===== src/rtl/iq_pkg.sv =====
package iq_pkg;
  localparam int unsigned IQ_DEF_DEPTH   = 8;
  localparam int unsigned IQ_DEF_INT_REG = 16;
  localparam int unsigned IQ_DEF_FP_REG  = 16;
  localparam int unsigned IQ_DEF_TAG_W   = 6;
  localparam int unsigned IQ_DEF_SEQ_W   = 8;
  localparam int unsigned IQ_DEF_CLS_W   = 3;

  typedef enum logic {
    PERM_HELD    = 1'b0,
    PERM_GRANTED = 1'b1
  } perm_e;
endpackage


===== src/rtl/iq_scoreboard.sv =====
module iq_scoreboard #(
  parameter int unsigned NPHYS = 32,
  parameter int unsigned TAG_W = 6
) (
  input  logic             clk,
  input  logic             rst_n,
  input  logic             clr_en,
  input  logic [TAG_W-1:0] clr_tag,
  input  logic             set_en,
  input  logic [TAG_W-1:0] set_tag,
  input  logic [TAG_W-1:0] q0_tag,
  input  logic [TAG_W-1:0] q1_tag,
  output logic             q0_rdy,
  output logic             q1_rdy,
  output logic             set_hit
);
  localparam int unsigned IDX_W = (NPHYS > 1) ? $clog2(NPHYS) : 1;
  localparam logic [TAG_W:0] LIM = (TAG_W+1)'(NPHYS);

  logic [NPHYS-1:0] sb_q, sb_d;
  logic clr_in, set_in, q0_in, q1_in;

  assign clr_in  = ({1'b0, clr_tag} < LIM);
  assign set_in  = ({1'b0, set_tag} < LIM);
  assign q0_in   = ({1'b0, q0_tag} < LIM);
  assign q1_in   = ({1'b0, q1_tag} < LIM);
  assign set_hit = set_en & set_in;

  // out-of-range tags read as ready; a same-cycle broadcast is bypassed
  always_comb begin
    q0_rdy = 1'b1;
    q1_rdy = 1'b1;
    if (q0_in)
      q0_rdy = sb_q[q0_tag[IDX_W-1:0]] | (set_hit & (set_tag == q0_tag));
    if (q1_in)
      q1_rdy = sb_q[q1_tag[IDX_W-1:0]] | (set_hit & (set_tag == q1_tag));
  end

  always_comb begin
    sb_d = sb_q;
    if (set_hit)
      sb_d[set_tag[IDX_W-1:0]] = 1'b1;
    if (clr_en && clr_in)
      sb_d[clr_tag[IDX_W-1:0]] = 1'b0;
  end

  always_ff @(posedge clk or negedge rst_n) begin
    if (!rst_n) sb_q <= '0;
    else        sb_q <= sb_d;
  end

  p_wake_sets_r5: assert property (@(posedge clk) disable iff (!rst_n)
    (set_hit && !(clr_en && clr_in && clr_tag == set_tag))
      |=> sb_q[$past(set_tag[IDX_W-1:0])]);

  p_dst_clears_r4: assert property (@(posedge clk) disable iff (!rst_n)
    (clr_en && clr_in) |=> !sb_q[$past(clr_tag[IDX_W-1:0])]);
endmodule


===== src/rtl/iq_slot.sv =====
module iq_slot
  import iq_pkg::*;
#(
  parameter int unsigned TAG_W = 6,
  parameter int unsigned SEQ_W = 8,
  parameter int unsigned CLS_W = 3
) (
  input  logic             clk,
  input  logic             rst_n,
  input  logic             alloc,
  input  logic [SEQ_W-1:0] a_seq,
  input  logic [CLS_W-1:0] a_cls,
  input  logic             a_nonspec,
  input  logic [TAG_W-1:0] a_tag0,
  input  logic [TAG_W-1:0] a_tag1,
  input  logic             a_rdy0,
  input  logic             a_rdy1,
  input  logic             wake_en,
  input  logic [TAG_W-1:0] wake_tag,
  input  logic             issue_hit,
  input  logic             squash_en,
  input  logic [SEQ_W-1:0] squash_seq,
  input  logic             sched_en,
  input  logic [SEQ_W-1:0] sched_seq,
  output logic             valid,
  output logic             ready,
  output logic             killed,
  output logic [SEQ_W-1:0] seq,
  output logic [CLS_W-1:0] cls
);
  logic             vld_q, vld_d;
  logic [SEQ_W-1:0] seq_q, seq_d;
  logic [CLS_W-1:0] cls_q, cls_d;
  logic [TAG_W-1:0] t0_q, t0_d, t1_q, t1_d;
  logic             r0_q, r0_d, r1_q, r1_d;
  perm_e            perm_q, perm_d;
  logic             load_en;

  assign killed  = vld_q & ~issue_hit & squash_en & (seq_q > squash_seq);
  assign load_en = alloc | vld_q;

  always_comb begin
    vld_d  = vld_q;
    seq_d  = seq_q;
    cls_d  = cls_q;
    t0_d   = t0_q;
    t1_d   = t1_q;
    r0_d   = r0_q;
    r1_d   = r1_q;
    perm_d = perm_q;
    if (alloc) begin
      vld_d  = 1'b1;
      seq_d  = a_seq;
      cls_d  = a_cls;
      t0_d   = a_tag0;
      t1_d   = a_tag1;
      r0_d   = a_rdy0;
      r1_d   = a_rdy1;
      perm_d = a_nonspec ? PERM_HELD : PERM_GRANTED;
    end else if (vld_q) begin
      if (issue_hit || killed) vld_d = 1'b0;
      if (wake_en && wake_tag == t0_q) r0_d = 1'b1;
      if (wake_en && wake_tag == t1_q) r1_d = 1'b1;
      if (sched_en && sched_seq == seq_q) perm_d = PERM_GRANTED;
    end
  end

  always_ff @(posedge clk or negedge rst_n) begin
    if (!rst_n) vld_q <= 1'b0;
    else        vld_q <= vld_d;
  end

  always_ff @(posedge clk) begin
    if (load_en) begin
      seq_q  <= seq_d;
      cls_q  <= cls_d;
      t0_q   <= t0_d;
      t1_q   <= t1_d;
      r0_q   <= r0_d;
      r1_q   <= r1_d;
      perm_q <= perm_d;
    end
  end

  assign valid = vld_q;
  assign ready = vld_q & r0_q & r1_q & (perm_q == PERM_GRANTED);
  assign seq   = seq_q;
  assign cls   = cls_q;

  p_squash_clears_r7: assert property (@(posedge clk) disable iff (!rst_n)
    killed |=> !vld_q);

  p_alloc_free_only_r8: assert property (@(posedge clk) disable iff (!rst_n)
    alloc |-> !vld_q);

  p_wake_marks_r5: assert property (@(posedge clk) disable iff (!rst_n)
    (vld_q && !alloc && wake_en && wake_tag == t0_q) |=> r0_q);
endmodule


===== src/rtl/iq_alloc.sv =====
module iq_alloc #(
  parameter int unsigned DEPTH = 8
) (
  input  logic [DEPTH-1:0] busy,
  input  logic             req,
  output logic [DEPTH-1:0] grant
);
  logic [DEPTH:0] seen;

  assign seen[0] = 1'b0;

  for (genvar g = 0; g < DEPTH; g++) begin : g_pick
    assign grant[g]  = req & ~busy[g] & ~seen[g];
    assign seen[g+1] = seen[g] | ~busy[g];
  end

  always_comb begin
    a_onehot_r8: assert ($onehot0(grant));
  end
endmodule


===== src/rtl/issue_queue_wakeup.sv =====
module issue_queue_wakeup
  import iq_pkg::*;
#(
  parameter int unsigned DEPTH         = IQ_DEF_DEPTH,
  parameter int unsigned NUM_INT_PREGS = IQ_DEF_INT_REG,
  parameter int unsigned NUM_FP_PREGS  = IQ_DEF_FP_REG,
  parameter int unsigned TAG_W         = IQ_DEF_TAG_W,
  parameter int unsigned SEQ_W         = IQ_DEF_SEQ_W,
  parameter int unsigned CLS_W         = IQ_DEF_CLS_W,
  localparam int unsigned IDX_W        = (DEPTH > 1) ? $clog2(DEPTH) : 1,
  localparam int unsigned CNT_W        = $clog2(DEPTH + 1)
) (
  input  logic             clk,
  input  logic             rst_n,
  input  logic             ins_valid,
  input  logic [SEQ_W-1:0] ins_seq,
  input  logic [CLS_W-1:0] ins_cls,
  input  logic             ins_nonspec,
  input  logic             ins_src0_use,
  input  logic [TAG_W-1:0] ins_src0_tag,
  input  logic             ins_src0_rdy,
  input  logic             ins_src1_use,
  input  logic [TAG_W-1:0] ins_src1_tag,
  input  logic             ins_src1_rdy,
  input  logic             ins_dst_use,
  input  logic [TAG_W-1:0] ins_dst_tag,
  input  logic             wake_valid,
  input  logic [TAG_W-1:0] wake_tag,
  input  logic             issue_valid,
  input  logic [IDX_W-1:0] issue_idx,
  input  logic             sched_valid,
  input  logic [SEQ_W-1:0] sched_seq,
  input  logic             squash_valid,
  input  logic [SEQ_W-1:0] squash_seq,
  output logic [DEPTH-1:0] ready_vec,
  output logic [CNT_W-1:0] free_cnt,
  output logic             full,
  output logic             overflow,
  output logic [SEQ_W-1:0] issue_seq,
  output logic [CLS_W-1:0] issue_cls
);
  localparam int unsigned NPHYS = NUM_INT_PREGS + NUM_FP_PREGS;
  localparam logic [CNT_W-1:0] CNT_RST = CNT_W'(DEPTH);

  logic             ins_acc;
  logic             sb_q0, sb_q1, wake_hit;
  logic             src0_ok, src1_ok;
  logic [DEPTH-1:0] valid_v, killed_v, grant_v, issue_v;
  logic [SEQ_W-1:0] seq_a [DEPTH];
  logic [CLS_W-1:0] cls_a [DEPTH];
  logic [CNT_W-1:0] free_q, free_d, kill_cnt;
  logic             iss_acc;
  logic             ovf_q, ovf_d;

  assign full    = (free_q == '0);
  assign ins_acc = ins_valid & ~full;

  iq_scoreboard #(.NPHYS(NPHYS), .TAG_W(TAG_W)) u_sb (
    .clk     (clk),
    .rst_n   (rst_n),
    .clr_en  (ins_acc & ins_dst_use),
    .clr_tag (ins_dst_tag),
    .set_en  (wake_valid),
    .set_tag (wake_tag),
    .q0_tag  (ins_src0_tag),
    .q1_tag  (ins_src1_tag),
    .q0_rdy  (sb_q0),
    .q1_rdy  (sb_q1),
    .set_hit (wake_hit)
  );

  assign src0_ok = ~ins_src0_use | ins_src0_rdy | sb_q0;
  assign src1_ok = ~ins_src1_use | ins_src1_rdy | sb_q1;

  iq_alloc #(.DEPTH(DEPTH)) u_alloc (
    .busy  (valid_v),
    .req   (ins_acc),
    .grant (grant_v)
  );

  for (genvar g = 0; g < DEPTH; g++) begin : g_slot
    assign issue_v[g] = issue_valid & (issue_idx == IDX_W'(g)) & valid_v[g];

    iq_slot #(.TAG_W(TAG_W), .SEQ_W(SEQ_W), .CLS_W(CLS_W)) u_slot (
      .clk        (clk),
      .rst_n      (rst_n),
      .alloc      (grant_v[g]),
      .a_seq      (ins_seq),
      .a_cls      (ins_cls),
      .a_nonspec  (ins_nonspec),
      .a_tag0     (ins_src0_tag),
      .a_tag1     (ins_src1_tag),
      .a_rdy0     (src0_ok),
      .a_rdy1     (src1_ok),
      .wake_en    (wake_hit),
      .wake_tag   (wake_tag),
      .issue_hit  (issue_v[g]),
      .squash_en  (squash_valid),
      .squash_seq (squash_seq),
      .sched_en   (sched_valid),
      .sched_seq  (sched_seq),
      .valid      (valid_v[g]),
      .ready      (ready_vec[g]),
      .killed     (killed_v[g]),
      .seq        (seq_a[g]),
      .cls        (cls_a[g])
    );
  end

  always_comb begin
    issue_seq = '0;
    issue_cls = '0;
    for (int i = 0; i < DEPTH; i++) begin
      if (issue_idx == IDX_W'(i)) begin
        issue_seq = seq_a[i];
        issue_cls = cls_a[i];
      end
    end
  end

  always_comb begin
    kill_cnt = '0;
    for (int i = 0; i < DEPTH; i++)
      kill_cnt = kill_cnt + CNT_W'(killed_v[i]);
  end

  assign iss_acc = |issue_v;

  always_comb begin
    free_d = free_q + kill_cnt + CNT_W'(iss_acc) - CNT_W'(ins_acc);
    ovf_d  = ovf_q | (ins_valid & full);
  end

  always_ff @(posedge clk or negedge rst_n) begin
    if (!rst_n) begin
      free_q <= CNT_RST;
      ovf_q  <= 1'b0;
    end else begin
      free_q <= free_d;
      ovf_q  <= ovf_d;
    end
  end

  assign free_cnt = free_q;
  assign overflow = ovf_q;

  p_free_match_r1: assert property (@(posedge clk) disable iff (!rst_n)
    ($countones(valid_v) + int'(free_q)) == DEPTH);

  p_free_bound_r1: assert property (@(posedge clk) disable iff (!rst_n)
    free_q <= CNT_RST);

  p_empty_idle_r2: assert property (@(posedge clk) disable iff (!rst_n)
    (free_q == CNT_RST) |-> (ready_vec == '0));

  p_no_overflow_r10: assert property (@(posedge clk) disable iff (!rst_n)
    (ins_valid && full) |=> overflow);

  p_sticky_ovf_r10: assert property (@(posedge clk) disable iff (!rst_n)
    overflow |=> overflow);

  p_full_drop_r10: assert property (@(posedge clk) disable iff (!rst_n)
    (full && ins_valid) |-> (grant_v == '0));
endmodule


===== config.mk =====
export PLATFORM = sky130hd
export DESIGN_NAME = issue_queue_wakeup
export DESIGN_NICKNAME = d
export VERILOG_FILES = /design/src/rtl/iq_pkg.sv /design/src/rtl/iq_scoreboard.sv /design/src/rtl/iq_slot.sv /design/src/rtl/iq_alloc.sv /design/src/rtl/issue_queue_wakeup.sv
export SDC_FILE = /design/constraint.sdc
export NUM_CORES = 1
export LEC_CHECK = 0
export ABC_AREA = 1
export BUFFER_PORTS_ARGS = -buffer_cell sky130_fd_sc_hd__buf_2
export CAP_MARGIN = 10
export CORE_MARGIN = 1.5
export CORE_UTILIZATION = 35
export DETAILED_ROUTE_END_ITERATION = 12
export SETUP_SLACK_MARGIN = 0.02
export SKIP_CTS_REPAIR_TIMING = 1
export SYNTH_ARGS = -nofsm -noshare
export SYNTH_HDL_FRONTEND = slang
export SYNTH_SLANG_ARGS = --single-unit

===== constraint.sdc =====
create_clock -name clk -period 4.8 [get_ports clk]
set_clock_uncertainty 0.1 [all_clocks]
set_input_delay 1.2 -clock clk [delete_from_list [all_inputs] [get_ports clk]]
set_output_delay 1.2 -clock clk [all_outputs]
set_load 0.02 [all_outputs]

==> flow_metrics.env <==
export IMPL_final_util_pct=41.8
export IMPL_hp_class="reg2reg"
export IMPL_worstPathMaxFanout=5
export IMPL_worst_pin_slew_ns=1.11
export IMPL_cts_tree="built"
export IMPL_rsz0062_at_grt="yes"
export IMPL_path_class="in2reg"
export IMPL_clk_pin_slew_worst_paths_ns=0.07
export IMPL_track_usage_pct=22.9
export IMPL_synth_cell_area_sq_um=13900
export IMPL_port_buffers=91
export IMPL_yosys_warnings=0
export IMPL_synth_ff_type="edfxtp_1"
export IMPL_antenna_found_initial=0
export IMPL_ys_types=41
export IMPL_worstSetupStartpointType="primary input"
export IMPL_areaGrowthSynthToFinish_pct=16.9
export IMPL_relSlewSlack_pct=25.6
export IMPL_status="finished, violations left"
export IMPL_p_total_uw=6540
export IMPL_fin_crit_ns=4.84
export IMPL_leakage_uw=0.00670
export IMPL_violations="setup timing"
export IMPL_floorplan_die_height_microns=202
export IMPL_synth_edf_count=208
export IMPL_power_density_nw_per_um2=402
export IMPL_clock_latency_ns=0.56
export IMPL_routedWlPerCell_microns=22.2
export IMPL_seq_area_frac_synth_pct=53.0
export IMPL_synth_top_area_share_pct=44.9
export IMPL_dr_pass1_iters=5
export IMPL_antennaDiodeCount=0
export IMPL_finalSetupViolCount=1
export IMPL_vias_per_cell=5.41
export IMPL_chipWidth_microns=202
export IMPL_async_flop_share_pct=17.8
export IMPL_drtIter0Drc=1129
export IMPL_max_cap_viol_count=0
export IMPL_critPathArrivalTime_ns=5.20
export IMPL_num_nets_final=1721
export IMPL_io_pins=92
export IMPL_dpl_hpwl_mm=34.0
export IMPL_syn_nets=1584
export IMPL_setup_tns_final_ns=-0.0368
export IMPL_grt_pass1_vias=11200
export IMPL_finalHoldViolations=0
export IMPL_syn_avg_cell_area_sq_um=9.68
export IMPL_clock_path_buffers=3
export IMPL_overflow=0
export IMPL_synth_top_area_cell="edfxtp_1"
export IMPL_grt_max_degree=46
export IMPL_die_area_sq_um=41000
export IMPL_htree_num_levels=1
export IMPL_rrSetupSlack_ns=0.31
export IMPL_syn_inst=1437
export IMPL_grt_pass1_wl_mm=69.7
export IMPL_timing_fmax_ghz=0.207
export IMPL_cts_sinks=253
export IMPL_fp_row_count=72
export IMPL_gp_congestion=0.975
export IMPL_core_region_area_sq_um=38900
export IMPL_cts_inserted_buffers=28
export IMPL_dp_cells=2060
export IMPL_setup_ws_ns=-0.0368
export IMPL_regArea_sq_um=7370
export IMPL_remaining_drc_errors=0
export IMPL_multiInputGateArea_sq_um=5750
export IMPL_ys_top_cells_by_area="edfxtp_1 (45%), nand2_1 (8.2%), dfrtp_1 (7.9%)"
export IMPL_nFillCells=3820
export IMPL_antenna_left=0
export IMPL_start_util_pct=35.8
export IMPL_ir_worst_vdd_v=0.000263
export IMPL_drive_gt1_share_pct=16.4
export IMPL_routed_wl_mm=46.9
export IMPL_vias=11400
export IMPL_fin_cells=2111
export IMPL_clock_tree_root_cell="clkbuf_16"
export IMPL_ys_seq_elements=253
export IMPL_fin_crit_sh_pct=101
export IMPL_drv_slew=0
export IMPL_cp_required_ns=5.17
export IMPL_crit_path_end_kind="register"
-- flip-flops by register name, summed over array words and instances (netlist names) --
| signal | cells |
|---|---|
| g_slot.u_slot.r0_q | 8 |
| u_sb.sb_q | 32 |
| g_slot.u_slot.t0_q | 48 |
| overflow | 1 |
| g_slot.u_slot.valid | 8 |
| g_slot.u_slot.r1_q | 8 |
| g_slot.u_slot.cls | 24 |
| g_slot.u_slot.seq | 64 |
| free_cnt | 4 |
| g_slot.u_slot.t1_q | 48 |
| g_slot.u_slot.perm_q | 8 |
-- placed cells by master, fill, tap and decap left out, drive strengths merged, types with 11 or more instances in the layout --
cell and instances:
nand3 115, xor2 39, a21oi 114, inv 159
o22ai 28, xnor2 16, nor4 16, dfrtp 44
a211oi 18, o21ai 42, nor3 49, clkinv 11
clkbuf 36, edfxtp 208, nand4 33, buf 162
nand2 305, ha 74, nor2 72, a221oi 18
-- cell type report --
class / count / share of cell area (%)
tap: 518 / 3.98
multi-input combinational: 968 / 35.4
timing repair buffer: 162 / 6.11
inverter: 161 / 3.74
sequential: 253 / 45.3
clock inverter: 13 / 0.600
clock buffer: 36 / 4.87
-- path summary, 6_finish.rpt --
| check | start | endpoint | cells past startpoint |
|---|---|---|---|
| worst max-delay path | squash_seq[5] | free_cnt[1] | 18 |
| worst max register to register | g_slot[5].u_slot.seq[5] | free_cnt[1] | 17 |
| max in group asynchronous | rst_n | g_slot[3].u_slot.valid | 1 |
| min in group asynchronous | rst_n | u_sb.sb_q[0] | 1 |
| worst min register to register | overflow | overflow | 1 |
| worst min-delay path | overflow | overflow | 1 |
-- critical path, cell delays in order --
cell,delay [ns]
buf_6,0.07
clkinvlp_4,0.17
ha_4,0.33
inv_1,0.06
nor4_2,0.30
nor2_1,0.07
nand2_1,0.09
inv_2,0.04
fa_2,0.49
fa_1,0.54
inv_1,0.06
fa_1,0.53
fa_1,0.42
inv_1,0.08
ha_2,0.17
inv_2,0.04
fa_2,0.52
inv_2,0.03
-- metal layers --
layer / vias up / GRT usage, % / routed length (microns)
met5: - / 0 / 0
met4: 0 / 7.12 / 1360
met3: 88 / 2.87 / 3420
met2: 501 / 38.1 / 22400
met1: 5511 / 31.0 / 19800
li1: 5324 / - / -
-- where the power goes --
group / leakage [uW] / switching, uW / internal [uW] / total [uW]
clock network: 0.000435 / 870 / 1210 / 2080
logic: 0.00380 / 1020 / 557 / 1580
registers: 0.00246 / 194 / 2680 / 2880
-- cell usage after synthesis (2+ instances only) --
cell type    n
a211oi_1    18
a21oi_1    114
a221oi_1    18
buf_1        2
buf_2       22
buf_4       13
clkbuf_1    17
clkinv_1     3
dfrtp_1     44
edfxtp_1   208
fa_1         6
ha_1        74
inv_1      151
inv_2        7
nand2_1    304
nand3_1    113
nand4_1     33
nor2_1      68
nor2_4       3
nor3_1      38
nor3_2       5
nor3_4       6
nor4_1      15
o2111ai_1    6
o211ai_1    10
o21ai_0     42
o22ai_1     28
or2_2        3
xnor2_1     16
xor2_1      39
-- cell families (layout without fill, tap and decap cells) --
logic type,Yosys count,after routing,synth area share (%)
and+or+nand+nor,595,595,19.6
DFF,253,253,53.0
AOI/OAI and AO/OA,238,238,10.0
buffers and inverters,216,372,6.38
adders and majority gates,80,80,7.52
xor gates and xnor gates,55,55,3.46
-- per-stage QoR --
step                setup WS (ns)  instance area [sq um]  hold slack [ns]
floorplan                  -0.220                  14000            0.391
global placement           -0.620                  15300            0.335
detailed placement         -0.626                  15300            0.343
CTS                       -0.0594                  16200            0.357
global route               -0.200                  16300            0.380
finish                    -0.0368                  16300            0.356
(Power assumes the default switching activity.)
